$ cat config.mk
export PLATFORM = sky130hd
export DESIGN_NAME = csw_arbiter
export DESIGN_NICKNAME = d
export VERILOG_FILES = /design/src/rtl/csw_pkg.sv /design/src/rtl/csw_event_decode.sv /design/src/rtl/csw_return_reg.sv /design/src/rtl/csw_ctx_sel.sv /design/src/rtl/csw_arbiter.sv
export SDC_FILE = /design/constraint.sdc
export NUM_CORES = 1
export LEC_CHECK = 0
export ABC_AREA = 1
export CORE_AREA = 2 2 39 41
export CTS_BUF_LIST = sky130_fd_sc_hd__clkbuf_8
export CTS_CLUSTER_DIAMETER = 60
export CTS_CLUSTER_SIZE = 30
export DETAILED_ROUTE_END_ITERATION = 8
export DIE_AREA = 0 0 41 43
export GPL_ROUTABILITY_DRIVEN = 0
export GPL_TIMING_DRIVEN = 0
export SYNTH_ARGS = -nofsm -noshare
export SYNTH_HDL_FRONTEND = slang
export SYNTH_SLANG_ARGS = --single-unit
$ cat constraint.sdc
create_clock -name clk -period 0.95 [get_ports clk]
set_input_delay 0.2375 -clock clk [delete_from_list [all_inputs] [get_ports clk]]
set_output_delay 0.2375 -clock clk [all_outputs]
set_load 0.1 [all_outputs]
$ cat src/rtl/csw_pkg.sv
package csw_pkg;

  typedef enum logic [2:0] {
    EV_IDLE,
    EV_HW_PLAIN,
    EV_HW_CONFLICT,
    EV_SW,
    EV_RET,
    EV_RET_DROP
  } csw_ev_e;

  // Priority: hardware first, then software, then return.
  function automatic csw_ev_e csw_classify(input logic hw, input logic sw,
                                           input logic ret, input logic in_hw);
    csw_ev_e ev;
    if (hw && sw)       ev = EV_HW_CONFLICT;
    else if (hw)        ev = EV_HW_PLAIN;
    else if (sw)        ev = EV_SW;
    else if (ret && in_hw) ev = EV_RET;
    else if (ret)       ev = EV_RET_DROP;
    else                ev = EV_IDLE;
    return ev;
  endfunction

endpackage

$ cat src/rtl/csw_event_decode.sv
module csw_event_decode
  import csw_pkg::*;
(
  input  logic hw_req,
  input  logic sw_dec,
  input  logic ret_dec,
  input  logic hw_mode,
  output logic take_hw,
  output logic conflict,
  output logic take_sw,
  output logic take_ret
);

  csw_ev_e ev;

  always_comb begin
    ev       = csw_classify(hw_req, sw_dec, ret_dec, hw_mode);
    take_hw  = (ev == EV_HW_PLAIN) || (ev == EV_HW_CONFLICT);
    conflict = (ev == EV_HW_CONFLICT);
    take_sw  = (ev == EV_SW);
    take_ret = (ev == EV_RET);
  end

endmodule

$ cat src/rtl/csw_return_reg.sv
module csw_return_reg #(
  parameter int CW = 2
) (
  input  logic          clk,
  input  logic          rst_n,
  input  logic          take_hw,
  input  logic          conflict,
  input  logic          take_ret,
  input  logic          hw_mode,
  input  logic [CW-1:0] cur_ctx,
  input  logic [CW-1:0] sw_tgt,
  output logic          ret_is_sw,
  output logic [CW-1:0] ret_target
);

  logic          load_plain;
  logic          nxt_is_sw;
  logic [CW-1:0] nxt_target;

  // First preemption from normal flow records the preempted context.
  assign load_plain = take_hw && !conflict && !hw_mode;

  always_comb begin
    nxt_is_sw  = ret_is_sw;
    nxt_target = ret_target;
    if (take_ret) begin
      nxt_is_sw  = 1'b0;
      nxt_target = '0;
    end else if (conflict) begin
      nxt_is_sw  = 1'b1;
      nxt_target = sw_tgt;
    end else if (load_plain) begin
      nxt_is_sw  = 1'b0;
      nxt_target = cur_ctx;
    end
  end

  always_ff @(posedge clk) begin
    if (!rst_n) begin
      ret_is_sw  <= 1'b0;
      ret_target <= '0;
    end else begin
      ret_is_sw  <= nxt_is_sw;
      ret_target <= nxt_target;
    end
  end

endmodule

$ cat src/rtl/csw_ctx_sel.sv
module csw_ctx_sel #(
  parameter int CW = 2
) (
  input  logic          clk,
  input  logic          rst_n,
  input  logic          take_hw,
  input  logic          take_sw,
  input  logic          take_ret,
  input  logic [CW-1:0] hw_tgt,
  input  logic [CW-1:0] sw_tgt,
  input  logic [CW-1:0] ret_target,
  output logic [CW-1:0] cur_ctx,
  output logic          hw_mode
);

  function automatic logic [CW-1:0] pick_next(
    input logic hw, input logic sw, input logic ret,
    input logic [CW-1:0] ht, input logic [CW-1:0] st,
    input logic [CW-1:0] rt, input logic [CW-1:0] cur);
    if (hw)       return ht;
    else if (sw)  return st;
    else if (ret) return rt;
    return cur;
  endfunction

  logic [CW-1:0] nxt_ctx;
  logic          nxt_mode;

  always_comb begin
    nxt_ctx  = pick_next(take_hw, take_sw, take_ret, hw_tgt, sw_tgt,
                         ret_target, cur_ctx);
    nxt_mode = hw_mode;
    if (take_hw)       nxt_mode = 1'b1;
    else if (take_ret) nxt_mode = 1'b0;
  end

  always_ff @(posedge clk) begin
    if (!rst_n) begin
      cur_ctx <= '0;
      hw_mode <= 1'b0;
    end else begin
      cur_ctx <= nxt_ctx;
      hw_mode <= nxt_mode;
    end
  end

endmodule

$ cat src/rtl/csw_arbiter.sv
module csw_arbiter #(
  parameter int NUM_CTX = 4,
  localparam int CW = (NUM_CTX > 1) ? $clog2(NUM_CTX) : 1
) (
  input  logic          clk,
  input  logic          rst_n,
  input  logic          hw_req,
  input  logic [CW-1:0] hw_tgt,
  input  logic          sw_dec,
  input  logic [CW-1:0] sw_tgt,
  input  logic          ret_dec,
  output logic [CW-1:0] cur_ctx,
  output logic          hw_mode,
  output logic          ret_is_sw,
  output logic [CW-1:0] ret_target
);

  logic take_hw;
  logic conflict;
  logic take_sw;
  logic take_ret;

  csw_event_decode u_dec (
    .hw_req   (hw_req),
    .sw_dec   (sw_dec),
    .ret_dec  (ret_dec),
    .hw_mode  (hw_mode),
    .take_hw  (take_hw),
    .conflict (conflict),
    .take_sw  (take_sw),
    .take_ret (take_ret)
  );

  csw_return_reg #(.CW(CW)) u_ret (
    .clk        (clk),
    .rst_n      (rst_n),
    .take_hw    (take_hw),
    .conflict   (conflict),
    .take_ret   (take_ret),
    .hw_mode    (hw_mode),
    .cur_ctx    (cur_ctx),
    .sw_tgt     (sw_tgt),
    .ret_is_sw  (ret_is_sw),
    .ret_target (ret_target)
  );

  csw_ctx_sel #(.CW(CW)) u_sel (
    .clk        (clk),
    .rst_n      (rst_n),
    .take_hw    (take_hw),
    .take_sw    (take_sw),
    .take_ret   (take_ret),
    .hw_tgt     (hw_tgt),
    .sw_tgt     (sw_tgt),
    .ret_target (ret_target),
    .cur_ctx    (cur_ctx),
    .hw_mode    (hw_mode)
  );

endmodule

# [Word-level counts from Yosys, hierarchy flattened]
# Cells that the tools add are included.
[op_classes] eq_ne=4 n_mux=17 n_bitwise=1 n_reduce_logical=10
[ops] op="3-bit two-way mux" n=5
[ops] op="2-bit two-way mux" n=5
[ops] op="1-bit two-way mux" n=7
[ops] op="3-bit by 2-bit == test with 1-bit output, second input constant" n=2
[ops] op="1-bit logical AND" n=4
[ops] op="2-bit nonzero test" n=2
[ops] op="3-bit by 1-bit == test with 1-bit output, second input constant" n=1
[ops] op="3-bit == test, second input constant" n=1
[ops] op="1-bit zero test" n=2
[ops] op="2-bit OR reduction" n=1
[ops] op="1-bit logical OR" n=1
[ops] op="1-bit NOT" n=1
[totals] reg_bits=6 input_bits=9 elab_cells=36

# [Longest topological paths before layout]
# Gate-level depths: netlist of the first run.
[depth] ltp_word=11 ltp_mapped=6 ltp_nobuf=6

# [Hierarchy]
# A second synthesis of the first run with hierarchy kept.
[unflattened] cells_unflattened=68 hier_area_um2=399.1
[modules_own_cells] module="csw_ctx_sel" instances=1 cells_per_inst=32 area_per_inst_um2=197.7
[modules_own_cells] module="csw_return_reg" instances=1 cells_per_inst=27 area_per_inst_um2=165.2
[modules_own_cells] module="csw_event_decode" instances=1 cells_per_inst=9 area_per_inst_um2=36.3

# [Least setup slack after synthesis of the first run]
# No wires, ideal clock.
[synth_timing] path_kind="reg-to-reg" startpoint="register u_sel.hw_mode" endpoint="register u_sel.cur_ctx[0]" arrival_ps=1564 path_slack_ps=-731 path_stages_with_launch=6 period_less_slack_ps=1681 cell_sequence="dfxtp_1 > inv_1 > o21ai_2 > inv_2 > nor2_1 > nor2_1"
[synth_between] elab_chain_cells=9 elab_cells_between_ends=15
[synth_rtl] item="start, declared" line_no="csw_ctx_sel.sv:13" rtl="output logic hw_mode"
[synth_rtl] item="start signal, assigned" line_no="csw_ctx_sel.sv:43" rtl="hw_mode <= nxt_mode;"
[synth_rtl] item="1-bit logical AND *" line_no="csw_pkg.sv:19" rtl="else if (ret && in_hw) ev = EV_RET;"
[synth_rtl] item="3-bit two-way mux *" line_no="csw_pkg.sv:19"
[synth_rtl] item="3-bit two-way mux *" line_no="csw_pkg.sv:18" rtl="else if (sw) ev = EV_SW;"
[synth_rtl] item="3-bit two-way mux *" line_no="csw_pkg.sv:17" rtl="else if (hw) ev = EV_HW_PLAIN;"
[synth_rtl] item="3-bit two-way mux *" line_no="csw_pkg.sv:16" rtl="if (hw && sw) ev = EV_HW_CONFLICT;"
[synth_rtl] item="3-bit == test" line_no="csw_event_decode.sv:21" rtl="take_ret = (ev == EV_RET);"
[synth_rtl] item="1-bit two-way mux" line_no="csw_ctx_sel.sv:22" rtl="else if (ret) return rt;"
[synth_rtl] item="1-bit two-way mux" line_no="csw_ctx_sel.sv:21" rtl="else if (sw) return st;"
[synth_rtl] item="1-bit two-way mux" line_no="csw_ctx_sel.sv:20" rtl="if (hw) return ht;"
[synth_rtl] item="end signal, assigned" line_no="csw_ctx_sel.sv:42" rtl="cur_ctx <= nxt_ctx;"
[synth_rtl] item="end, declared" line_no="csw_ctx_sel.sv:12" rtl="output logic [CW-1:0] cur_ctx,"
# Mark *: on every way between the ends. The rest lies on a longest branch, timed or not.
# A chain may end at the register's enable or synchronous reset.

# [Final worst setup path of the first run]
[layout_timing] startpoint="register u_sel.hw_mode" endpoint="output port hw_mode"
[layout_rtl] item="end, declared" line_no="csw_arbiter.sv:13" rtl="output logic hw_mode,"
# No word-level cell between the ends.

==> run summary, run 1 <==
status: finished with violations
violated checks: negative setup slack
CP Buf/Inv Count: 1
crit start category: register
1st-pass router iterations: 4
GR Util All Layers: 12.39%
area added between synthesis and finish: 102.3%
final slew viol count: 0
area share of the largest cell type after synthesis: 36.23%
Final #Nets: 86
Final Setup Violations: 7
hold depth: 3
post-DP HPWL: 642 microns
CP Class: register to output pin
setup slack after layout: -0.03604 ns
ranking of synthesized cells by area: dfxtp_1 36%, nand2_1 16%, nor2_1 10%
DRC: 0
register bit total from synthesis: 6
Via density: 4.217
via count: 388
final antenna-violating net count: 0
max-cap violations: 0
skew final: 0.003701 ns
Synth cell types: 13
Post-Synthesis Cells: 52
Yosys top cell by area: dfxtp_1
post-synth net total: 61
CP Max Fanout: 3
cts hold-fix bufs: 0
crit-path cells: buf_12
Syn Area/Cell: 6.376 sq um
Post-synth top cells: 14 x nand2_1, 9 x nor2_1, 6 x dfxtp_1, 6 x inv_1, 6 x nand3_1
row count: 14
overflow left after global routing: 0
DRT iter0 DRCs: 5
CP required: 0.71 ns
worst path arrival time: 0.75 ns
FMAX: 1.014 GHz
Hold Slack: 0.4008 ns
Seq/Total Area, Yosys: 36.23%
worst hold path class: primary input to register
setup_tns: -0.1688 ns
Die W: 41 microns
vias in the first global route: 354
clock transition at the registers of the reported paths: 0.04 ns
DIE AREA: 1763 sq um
H-Tree Depth: 1
Pleak: 0.3166 nW
largest net degree at the start of global routing: 8
relative slew slack: 86.50%
Worst path top cell family by delay: flip-flops
CTS tree: done
slowest cell delay on critical path: 0.36 ns
initial core utilization: 23.96%
Power Density: 1604 nW/um^2
port bufs: 14
Max VDD drop: 770.3 uV
minimum clock period: 0.9860 ns
core area: 1384 sq um
CP endpoint kind: output pin
die height: 43 microns
Synth Flop Type: dfxtp_1
Antenna Cells: 0
Worst-Skew Late Latency: 0.22 ns
Hold Fails Final Rpt: 0
TritonCTS Buffers: 3
CTS Sinks: 6
Clock Root Buffer: clkbuf_8
Crit path depth: 1
CP max stage cell: dfxtp_4
Yosys warnings: 0
layout cell share with drive strength beyond 1: 40.79%
Mapped Area: 331.6 sq um
global-route wire length before repair: 1.407 mm
final WL: 824 microns
worst r2r path cells: 6
most frequent cell after synthesis: nand2_1
clock buffer depth: 2
Tcrit/Tclk final: 103.8%
Post-synth EDFFs: 0
wire per inst: 8.957 microns
num ports: 15
Async SR Flop Fraction: 0%
worst slew pin tran: 0.2025 ns
number of antenna violations at the first check in global routing: 0
RSZ-0062 raised after global routing: yes
==> through the flow <==
step / setup slack (ns) / instances / area (sq um) / utilization, % / power (mW)
after floorplan: -0.09198 / 52 / 359.1 / - / 0.5139
after global placement: -0.7742 / 82 / 519.2 / 37.52 / 0.6099
after global routing: -0.05571 / 92 / 670.6 / 48.46 / 1.128
final: -0.03604 / 92 / 670.6 / 48.46 / 1.076
after detailed placement: -0.7725 / 82 / 519.2 / 37.52 / 0.6102
after CTS: -0.04200 / 92 / 674.4 / 48.73 / 1.092
==> tightest hold or removal path, delay by kind of cell <==
family	cells	cell delay, ns
compound gates	1	0.06
simple gates	1	0.08
buf+inv	1	0.20
==> registers in the layout, summed over array words and instances, names as in the netlist <==
register	count
u_ret.ret_is_sw	1
u_ret.ret_target	2
u_sel.cur_ctx	2
u_sel.hw_mode	1
==> final timing paths <==
| check | startpoint | endpoint | slack (ns) |
|---|---|---|---|
| worst max register to register | u_sel.hw_mode | u_sel.cur_ctx[0] | -0.01 |
| worst min register to register | u_ret.ret_is_sw | u_ret.ret_is_sw | 0.48 |
| worst max-delay path | u_sel.hw_mode | hw_mode | -0.04 |
| worst min-delay path | hw_req | u_sel.hw_mode | 0.40 |
==> routing by layer <==
layer	GRT usage, %	wire length, microns	vias to the layer above
met5	0	0	-
met4	12.00	9	0
met3	1.571	27	2
met2	15.63	408	5
met1	16.88	378	170
li1	-	-	211
==> what timing repair did <==
| action | 4_1_cts | 5_1_grt |
|---|---|---|
| buffers inserted | 6 | 0 |
| pin swaps | 1 | 1 |
| resized for setup | 63 | 3 |
| endpoints found under the setup margin | 12 | 12 |
==> power by group <==
group          switching, mW  leakage (nW)  total [mW]  internal [mW]
combinational          0.231         0.238       0.387          0.156
clock                  0.113        0.0269       0.391          0.278
sequential            0.0211        0.0519       0.298          0.277
==> kinds of logic after synthesis <==
family                 synth area share, %
flip-flops                           36.23
AND/OR/NAND/NOR                      41.89
buffers and inverters                9.054
AO/OA/AOI/OAI                        12.83
==> placed cells by master, fill, tap and decap left out <==
cell type and instances:
o21ai_4 2, dlygate4sd2_1 2, buf_12 6, nand2_1 14
clkbuf_8 3, nand3_2 1, clkdlybuf4s15_2 1, dfxtp_2 5
nand3_1 6, nor2_1 8, inv_1 6, dfxtp_4 1
inv_4 1, clkinv_1 1, nor2_2 1, o21bai_1 2
a21oi_1 2, nor2_4 1, clkdlybuf4s50_1 4, nand2_2 1
buf_2 1, buf_4 6, inv_2 1
==> cell type report <==
cell class | count | area (sq um)
clock buffers | 3 | 41.29
clock inverters | 1 | 3.754
fillers | 137 | 713.2
inverters | 8 | 32.53
multi-input cells | 38 | 203.9
flip-flops and latches | 6 | 130.1
well taps | 16 | 20.02
repair buffers | 20 | 239.0
No activity file was read; power rests on OpenSTA's default activity.
==> run 2, diff against run 1 <==
--- a/config.mk
+++ b/config.mk
@@ -14,6 +14,7 @@
 export DIE_AREA = 0 0 41 43
 export GPL_ROUTABILITY_DRIVEN = 0
 export GPL_TIMING_DRIVEN = 0
+export SETUP_SLACK_MARGIN = 0.2
 export SYNTH_ARGS = -nofsm -noshare
 export SYNTH_HDL_FRONTEND = slang
 export SYNTH_SLANG_ARGS = --single-unit
==> run 2 against run 1 <==
The run still ends with negative setup slack left. Setup slack worse by 0.017 ns. Clock power down 2%. Design area up 2.2%. Final cell count down 2.2%. Sequential share of layout area increased by 1.4 points. Critical path type unchanged. Critical endpoint unchanged. Largest cell class unchanged.
==> run summary, run 2 (synthesized netlist as in run 1, its figures left out) <==
1st-pass router iterations: 4 (unchanged)
global-route wire length before repair: 1.524 mm (+8.3%)
number of antenna violations at the first check in global routing: 0 (unchanged)
CTS Sinks: 6 (unchanged)
CP max stage cell: dfxtp_4
Crit path depth: 1 (unchanged)
skew final: 0.0005433 ns (-0.003157 ns)
status: finished with violations
CP Max Fanout: 3 (unchanged)
Final #Nets: 85 (-1.2%)
Pleak: 0.3100 nW (-2.1%)
initial core utilization: 23.96% (unchanged)
row count: 14 (unchanged)
post-DP HPWL: 631.9 microns (-1.6%)
clock buffer depth: 2 (unchanged)
clock transition at the registers of the reported paths: 0.04 ns (about the same)
worst r2r path cells: 6 (unchanged)
commonest cells after routing, fill and taps aside: 14 x nand2_1, 8 x nor2_1, 7 x buf_12, 6 x nand3_1, 6 x dfxtp_4
via count: 407 (+4.9%)
worst setup path end: hw_mode
crit start category: register
Tcrit/Tclk final: 105.6% (+1.8 points)
launching point of the worst reg2reg path: u_sel.hw_mode
Via density: 4.522 (+7.2%)
DRT iter0 DRCs: 9 (+4)
TritonCTS Buffers: 3 (unchanged)
Max VDD drop: 1094 uV (+42%)
GR Util All Layers: 12.55% (+0.16 points)
core area: 1384 sq um (unchanged)
Clock Root Buffer: clkbuf_8
FMAX: 0.9967 GHz (-1.7%)
CP required: 0.71 ns (about the same)
overflow left after global routing: 0 (unchanged)
Worst-Skew Late Latency: 0.22 ns (about the same)
placed cell area: 531.8 sq um (+2.4%)
final slew viol count: 0 (unchanged)
minimum clock period: 1.003 ns (+0.01729 ns)
die height: 43 microns (unchanged)
Worst path top cell family by delay: flip-flops
violated checks: negative setup slack
worst path arrival time: 0.77 ns (+0.02 ns)
DIE AREA: 1763 sq um (unchanged)
Hold Fails Final Rpt: 0 (unchanged)
worst slew pin tran: 0.1950 ns (-0.007465 ns)
CTS tree: done
H-Tree Depth: 1 (unchanged)
Final Setup Violations: 11 (+4)
setup slack after layout: -0.05334 ns (-0.01729 ns)
crit-path cells: buf_12
Finished Layout Cells: 90 (-2.2%)
wire per inst: 10.19 microns (+14%)
relative slew slack: 87.00% (+0.50 points)
Antenna Cells: 0 (unchanged)
slowest cell delay on critical path: 0.37 ns (about the same)
DRC: 0 (unchanged)
CP Class: register to output pin
largest net degree at the start of global routing: 8 (unchanged)
Power Density: 1565 nW/um^2 (-2.5%)
final WL: 917 microns (+11%)
port bufs: 14 (unchanged)
CP Buf/Inv Count: 1 (unchanged)
num ports: 15 (unchanged)
CP endpoint kind: output pin
cts hold-fix bufs: 0 (unchanged)
Die W: 41 microns (unchanged)
Design Area, Final: 685.7 sq um (+2.2%)
Worst R2R Setup Slack: -0.01 ns (about the same)
Worst Setup SP: u_sel.hw_mode
worst hold path class: primary input to register
commonest non-fill, non-tap cell in the layout: nand2_1
area added between synthesis and finish: 106.8%
r2r endpoint: u_ret.ret_target[0]
vias in the first global route: 348 (-1.7%)
Post-Place Cells: 82 (unchanged)
layout cell share with drive strength beyond 1: 41.89% (+1.1 points)
Regs by FF count: u_ret.ret_target x2, u_sel.cur_ctx x2
max-cap violations: 0 (unchanged)
RSZ-0062 raised after global routing: yes
final antenna-violating net count: 0 (unchanged)
-- run 2: cell count changes in the layout (fill, tap and decap cells not counted), sizes merged --
cell,delta
clkdlybuf4s50,+1
clkdlybuf4s15,-1
dlygate4sd2,-1
inv,-1
-- run 2: routing by layer --
metal,wire length (microns),part of all wire [%],vias up,track usage [%]
met5,0,0,-,0
met4,11,1.2,0,4.000
met3,96,10,2,4.712
met2,394,43,23,15.31
met1,414,45,173,19.61
li1,-,-,209,-
-- run 2: worst min-delay path, stage by stage --
cell and delay, ns:
buf_2 0.20, a21oi_1 0.06, nor2_1 0.08
-- run 2: where the power goes --
group | switching [mW] | total (mW) | internal (mW)
Combinational | 0.235 | 0.397 | 0.162
Sequential | 0.0224 | 0.294 | 0.271
Clock | 0.110 | 0.382 | 0.272
-- run 2: what timing repair did --
| item | CTS | global route |
|---|---|---|
| buffers inserted | 5 | 0 |
| endpoints found under the setup margin | 12 | 12 |
| resized for setup | 67 | 2 |
| pin swaps | 3 | 1 |
-- run 2: layout make-up --
cell class	count	area, sq um
clock buffer	3	41.29
inverter	8	35.03
multi-input combinational	38	207.7
tap	16	20.02
fill	142	698.2
sequential	6	142.6
timing repair buffer	19	239.0
-- run 2: how the worst min path moves through the flow --
stage | from | endpoint | slack (ns) | cells past startpoint
6_report | hw_req | u_sel.hw_mode | 0.39 | 3
5_1_grt | sw_dec | u_ret.ret_is_sw | 0.43 | 3
4_1_cts | hw_req | u_sel.hw_mode | 0.39 | 3
3_5_place_dp | u_ret.ret_is_sw | u_ret.ret_is_sw | 0.47 | 2
3_3_place_gp | u_ret.ret_is_sw | u_ret.ret_is_sw | 0.47 | 2
2_1_floorplan | rst_n | u_ret.ret_is_sw | 0.35 | 2
-- run 2: stage by stage --
stage,setup slack [ns],utilization [%],total power [mW],hold slack [ns],setup TNS (ns)
final,-0.05334,49.55,1.073,0.3909,-0.2085
after global routing,-0.07212,49.55,1.125,0.4260,-0.5374
after CTS,-0.05702,49.10,1.075,0.3894,-0.2295
after detailed placement,-0.7739,38.43,0.6044,0.4691,-8.021
after global placement,-0.7756,38.43,0.6032,0.4656,-8.065
after floorplan,-0.08957,-,0.5088,0.3525,-0.4299
==> run 3, diff against run 2 <==
--- a/config.mk
+++ b/config.mk
@@ -6,6 +6,7 @@
 export NUM_CORES = 1
 export LEC_CHECK = 0
 export ABC_AREA = 1
+export CAP_MARGIN = 20
 export CORE_AREA = 2 2 39 41
 export CTS_BUF_LIST = sky130_fd_sc_hd__clkbuf_8
 export CTS_CLUSTER_DIAMETER = 60
@@ -14,6 +15,7 @@
 export DIE_AREA = 0 0 41 43
 export GPL_ROUTABILITY_DRIVEN = 0
 export GPL_TIMING_DRIVEN = 0
+export RECOVER_POWER = 25
 export SETUP_SLACK_MARGIN = 0.2
 export SYNTH_ARGS = -nofsm -noshare
 export SYNTH_HDL_FRONTEND = slang
==> results of run 3 <==
Same layout as run 2: the final DEF is identical, and so are final timing and power.
